[src/rtl/vic_pkg.sv]
package vic_pkg;
  localparam int unsigned W  = 32;
  localparam int unsigned AW = 4;

  localparam logic [AW-1:0] A_STAT = 4'd0;
  localparam logic [AW-1:0] A_SSET = 4'd1;
  localparam logic [AW-1:0] A_ENA  = 4'd2;
  localparam logic [AW-1:0] A_CSEL = 4'd3;
  localparam logic [AW-1:0] A_POL  = 4'd4;
  localparam logic [AW-1:0] A_TRIG = 4'd5;
  localparam logic [AW-1:0] A_MSK  = 4'd6;
  localparam logic [AW-1:0] A_VEC  = 4'd7;
  localparam logic [AW-1:0] A_VCFG = 4'd8;

  // input n lands on bit W-1-n
  function automatic logic [W-1:0] map_inputs(input logic [W-1:0] raw);
    logic [W-1:0] m;
    for (int i = 0; i < W; i++) m[W-1-i] = raw[i];
    return m;
  endfunction

  // handler address for a nonzero pending-critical word
  function automatic logic [W-1:0] vec_calc(input logic [W-1:0] pend,
                                            input logic [W-1:0] cfg,
                                            input int unsigned  step_lg2);
    logic [W-1:0] pos;
    pos = '0;
    if (cfg[0]) begin
      for (int i = 0; i < W; i++)
        if (pend[i]) pos = W - 1 - i;       // last hit is the highest bit
    end else begin
      for (int i = W - 1; i >= 0; i--)
        if (pend[i]) pos = i;               // last hit is the lowest bit
    end
    return {cfg[W-1:2], 2'b00} + (pos << step_lg2);
  endfunction
endpackage

[src/rtl/vic_srcs.sv]
module vic_srcs
  import vic_pkg::*;
(
  input  logic         clk,
  input  logic         rst_n,
  input  logic [W-1:0] irq_raw,
  input  logic [W-1:0] trig,
  input  logic         clr_we,
  input  logic         set_we,
  input  logic [W-1:0] wdata,
  output logic [W-1:0] status,
  output logic [W-1:0] level_q
);
  logic [W-1:0] in_m, in_q, chg, rise, lvl_evt, sw_next, nxt;

  assign in_m    = map_inputs(irq_raw);
  assign chg     = in_m ^ in_q;
  assign rise    = in_m & ~in_q & trig;
  assign lvl_evt = chg & ~trig;

  always_comb begin
    sw_next = status;
    if (clr_we) sw_next = (status & ~wdata) | level_q;
    if (set_we) sw_next = sw_next | wdata;
    // input events are applied last and so win over software
    nxt = ((sw_next | rise) & ~lvl_evt) | (in_m & lvl_evt);
  end

  always_ff @(posedge clk) begin
    if (!rst_n) begin
      in_q    <= '0;
      status  <= '0;
      level_q <= '0;
    end else begin
      in_q    <= in_m;
      status  <= nxt;
      level_q <= (level_q & ~lvl_evt) | (in_m & lvl_evt);
    end
  end

  a_r3_edge_sets: assert property (@(posedge clk) disable iff (!rst_n)
    (|rise) |=> ((status & $past(rise)) == $past(rise)));

  a_r4_level_follows: assert property (@(posedge clk) disable iff (!rst_n)
    (|lvl_evt) |=> (((status ^ $past(in_m)) & $past(lvl_evt)) == '0));

  a_r5_clear_keeps_held: assert property (@(posedge clk) disable iff (!rst_n)
    (clr_we && !(|chg)) |=> ((status & $past(wdata) & ~$past(level_q)) == '0));

  a_r6_set_ors: assert property (@(posedge clk) disable iff (!rst_n)
    (set_we && !(|lvl_evt)) |=> ((status & $past(wdata)) == $past(wdata)));

  a_r13_event_beats_clear: assert property (@(posedge clk) disable iff (!rst_n)
    (clr_we && (|(rise & wdata))) |=> ((status & $past(rise)) == $past(rise)));
endmodule

[src/rtl/vic_vec.sv]
module vic_vec
  import vic_pkg::*;
#(
  parameter int unsigned STEP_LG2 = 9
) (
  input  logic [W-1:0] pend_crit,
  input  logic [W-1:0] cfg,
  output logic [W-1:0] vec
);
  assign vec = (|pend_crit) ? vec_calc(pend_crit, cfg, STEP_LG2) : '0;
endmodule

[src/rtl/crit_vec_intc.sv]
module crit_vec_intc
  import vic_pkg::*;
#(
  parameter bit          HAS_VEC  = 1'b1,
  parameter int unsigned STEP_LG2 = 9
) (
  input  logic          clk,
  input  logic          rst_n,
  input  logic [W-1:0]  irq_in,
  input  logic          wr_en,
  input  logic          rd_en,
  input  logic [AW-1:0] addr,
  input  logic [W-1:0]  wdata,
  output logic [W-1:0]  rdata,
  output logic          irq_norm,
  output logic          irq_crit
);
  logic [W-1:0] status, level_q, ena_q, csel_q, pol_q, trig_q, vcfg_q, vec_val;
  logic [W-1:0] live, crit_pend;
  logic         we_clr, we_set;

  assign we_clr = wr_en && (addr == A_STAT);
  assign we_set = wr_en && (addr == A_SSET);

  vic_srcs u_srcs (
    .clk(clk), .rst_n(rst_n), .irq_raw(irq_in), .trig(trig_q),
    .clr_we(we_clr), .set_we(we_set), .wdata(wdata),
    .status(status), .level_q(level_q)
  );

  always_ff @(posedge clk) begin
    if (!rst_n) begin
      ena_q  <= '0;
      csel_q <= '0;
      pol_q  <= '0;
      trig_q <= '0;
    end else if (wr_en) begin
      if (addr == A_ENA)  ena_q  <= wdata;
      if (addr == A_CSEL) csel_q <= wdata;
      if (addr == A_POL)  pol_q  <= wdata;
      if (addr == A_TRIG) trig_q <= wdata;
    end
  end

  assign live      = status & ena_q;
  assign crit_pend = live & csel_q;
  assign irq_norm  = |(live & ~csel_q);
  assign irq_crit  = |crit_pend;

  generate
    if (HAS_VEC) begin : g_vec
      always_ff @(posedge clk) begin
        if (!rst_n)                        vcfg_q <= '0;
        else if (wr_en && addr == A_VCFG)  vcfg_q <= wdata & ~32'h2;
      end
      vic_vec #(.STEP_LG2(STEP_LG2)) u_vec (
        .pend_crit(crit_pend), .cfg(vcfg_q), .vec(vec_val)
      );

      a_r11_cfg_bit1: assert property (@(posedge clk) disable iff (!rst_n)
        (wr_en && addr == A_VCFG) |=> (vcfg_q[1] == 1'b0 &&
                                       vcfg_q[W-1:2] == $past(wdata[W-1:2])));
    end else begin : g_novec
      assign vcfg_q  = '0;
      assign vec_val = '0;
    end
  endgenerate

  always_comb begin
    rdata = '0;
    if (rd_en) begin
      unique case (addr)
        A_STAT, A_SSET: rdata = status;
        A_ENA:          rdata = ena_q;
        A_CSEL:         rdata = csel_q;
        A_POL:          rdata = pol_q;
        A_TRIG:         rdata = trig_q;
        A_MSK:          rdata = live;
        A_VEC:          rdata = vec_val;
        A_VCFG:         rdata = vcfg_q;
        default:        rdata = '0;
      endcase
    end
  end

  a_r11_vec_zero: assert property (@(posedge clk) disable iff (!rst_n)
    !irq_crit |-> (vec_val == '0));

  a_r9_vec_aligned: assert property (@(posedge clk) disable iff (!rst_n)
    irq_crit |-> (vec_val[1:0] == 2'b00));

  a_r7_msk_write_inert: assert property (@(posedge clk) disable iff (!rst_n)
    (wr_en && (addr == A_MSK || addr == A_VEC)) |=>
      ($stable(ena_q) && $stable(csel_q) && $stable(trig_q) && $stable(pol_q)));

  a_r1_quiet_after_reset: assert property (@(posedge clk)
    $rose(rst_n) |-> (!irq_norm && !irq_crit));
endmodule

[config.mk]
export PLATFORM = sky130hd
export DESIGN_NAME = crit_vec_intc
export DESIGN_NICKNAME = d
export VERILOG_FILES = /design/src/rtl/vic_pkg.sv /design/src/rtl/vic_srcs.sv /design/src/rtl/vic_vec.sv /design/src/rtl/crit_vec_intc.sv
export SDC_FILE = /design/constraint.sdc
export NUM_CORES = 1
export LEC_CHECK = 0
export ABC_AREA = 1
export BUFFER_PORTS_ARGS = -buffer_cell sky130_fd_sc_hd__buf_2
export CAP_MARGIN = 40
export CORE_UTILIZATION = 49
export CTS_BUF_LIST = sky130_fd_sc_hd__clkbuf_4
export CTS_CLUSTER_DIAMETER = 80
export CTS_CLUSTER_SIZE = 24
export DETAILED_ROUTE_END_ITERATION = 7
export HOLD_SLACK_MARGIN = 0.03
export PLACE_DENSITY = 0.67
export SLEW_MARGIN = 20
export SYNTH_ARGS = -nofsm -noshare
export SYNTH_HDL_FRONTEND = slang
export SYNTH_HIERARCHICAL = 1
export SYNTH_SLANG_ARGS = --single-unit
[constraint.sdc]
create_clock -name clk -period 6.9 [get_ports clk]
set_clock_uncertainty 0.05 [all_clocks]
set_input_delay 1.38 -clock clk [delete_from_list [all_inputs] [get_ports clk]]
set_output_delay 1.38 -clock clk [all_outputs]
set_load 0.01 [all_outputs]
==> run summary <==
Power Density = 157 mW/mm^2
Die W = 177 um
First DRT Iteration DRCs = 1,205
min Tclk post-route = 7550 ps
Routed Antenna Nets = 0
initial antenna violation count = 1
synthesized area = 0.0149 mm^2
final setup margin = -652 ps
Skew-Pair Late Insertion Delay = 750 ps
Net Switching = 775 uW
Slew Viols, Final = 0
largest net degree at the start of global routing = 65
final setup fails = 8
critical path type = reg2out
Switching Share = 29.6%
Initial Util = 50.1%
combinational fraction of design power = 13.5%
Via density = 5.39
worst min path class = reg2reg
Crit path arrival time = 6120 ps
I/O pins = 106
Slowest-stage cell, CP = dfxtp_2
WL final = 43,500 um
HPWL Detailed = 28,100 um
Static Leak = 0.00774 uW
vias in the first global route = 14,348
Clock power frac = 26.2%
first-pass GRT wire length = 71,400 um
failing checks = negative setup slack
Remaining DRCs = 0
Crit Path Max Fanout = 3
area grow syn2layout = 12.2%
core area = 0.0298 mm^2
Flop pwr share = 60.3%
MaxCap Viol Count = 0
Worst-Margin Slew = 827 ps
GRT overflow = 0
Power, Total = 2620 uW
# clock sinks = 255
cell count after synthesis = 2,375
dpl ws = 2.75 ps
Root Buffer = clkbuf_4
final worst path period share = 109%
post-cts hold buffer count = 0
CTS H-tree lvls = 1
Avg Inst Size Synth = 6.29 um^2
peak supply drop = 186 uV
# port buffers = 105
run status = finished, violations left
All-Layer GR Usage = 28.0%
unrepaired setup endpoints after global routing = true
Fmax = 0.132 GHz
Largest stage delay, worst path = 410 ps
startpoint types = flop
Worst EP required = 5470 ps
Filler cells = 2,953
DRT Pass-1 Iters = 5
cell internal pwr = 1850 uW
CTS tree = yes
row count = 63
vias = 15,490
yosys warns = 6
fraction of layout cells with a size suffix above 1 = 14.2%
CTS Buffer Depth = 3
Crit path top cell by count = nand2_1
max_slew headroom = 44.8%
drt wl/cell = 15.1 um
Setup crit end kind = primary output
# nets final = 2,586
total CTS buffers = 15
final hold vios = 0
DIE AREA = 0.0312 mm^2
Die Height = 177 um
GP Congestion = 0.839
Clk pin slew, worst setup/hold paths = 260 ps
layer usage:
metal | global-route usage, % | part of all wire [%]
met5 | 0 | 0
met2 | 48.3 | 47
met1 | 36.3 | 45
met4 | 8.51 | 2.2
met3 | 3.12 | 5.5
stage by stage:
step / std cells / area, um^2 / util, % / TNS [ps] / hold WS [ps]
floorplan: 2376 / 14900 / - / 0 / 374
global placement: 2772 / 15600 / 52.3 / 0 / 383
detailed placement: 2776 / 15700 / 52.6 / 0 / 388
CTS: 2879 / 16600 / 55.8 / -4420 / 414
global route: 2875 / 16800 / 56.2 / -8150 / 427
finish: 2875 / 16800 / 56.2 / -3010 / 412
path summary, 6_finish.rpt:
path	from	endpoint	slack (ps)	cells after the start
hold reg to reg	pol_q[0]$_SDFFE_PN0P_	pol_q[0]$_SDFFE_PN0P_	410	2
setup reg to reg	u_srcs/in_q[19]$_SDFF_PN0_	u_srcs/status[19]$_SDFF_PN0_	5680	5
setup / recovery	csel_q[29]$_SDFFE_PN0P_	rdata[31]	-650	65
hold / removal	pol_q[0]$_SDFFE_PN0P_	pol_q[0]$_SDFFE_PN0P_	410	2
worst max-delay path, delay by kind of cell (launching register included):
family	cells	cell delay, ps
compound gates	5	550
fa+ha+maj	2	480
buf+inv	6	490
flops	1	410
simple gates	52	3460
final cells by class:
| cell class | count | area, um^2 | share of cell area, % |
|---|---|---|---|
| multi-input combinational | 1688 | 8290 | 49.5 |
| sequential | 255 | 5140 | 30.7 |
| timing repair buffer | 211 | 1470 | 8.79 |
| inverter | 304 | 1140 | 6.81 |
| tap | 390 | 488 | 2.91 |
| clock buffer | 15 | 113 | 0.672 |
| clock inverter | 10 | 103 | 0.612 |
| antenna | 2 | 5.00 | 0.0299 |
power by group through the flow:
stage	combinational [uW]	sequential, uW	clock, uW
floorplan	221	1600	0
global placement	324	1610	0
detailed placement	337	1610	0
CTS	346	1580	706
global route	396	1590	750
finish	354	1580	686
what timing repair did:
item	4_1_cts	5_1_grt
setup buffers	78	7
pin swaps	40	38
setup endpoints to repair	8	17
gates resized for setup	64	34
layout by cell type (no fill, tap or decap), drive strengths merged, types with 10 or more instances in the layout:
master	instances
a21oi	271
buf	211
clkbuf	15
dfxtp	255
ha	38
inv	305
nand2	545
nand3	320
nand3b	32
nor2	248
nor3	10
o21ai	178
o21bai	33
Note: power is estimated with default switching activity, not from simulation.
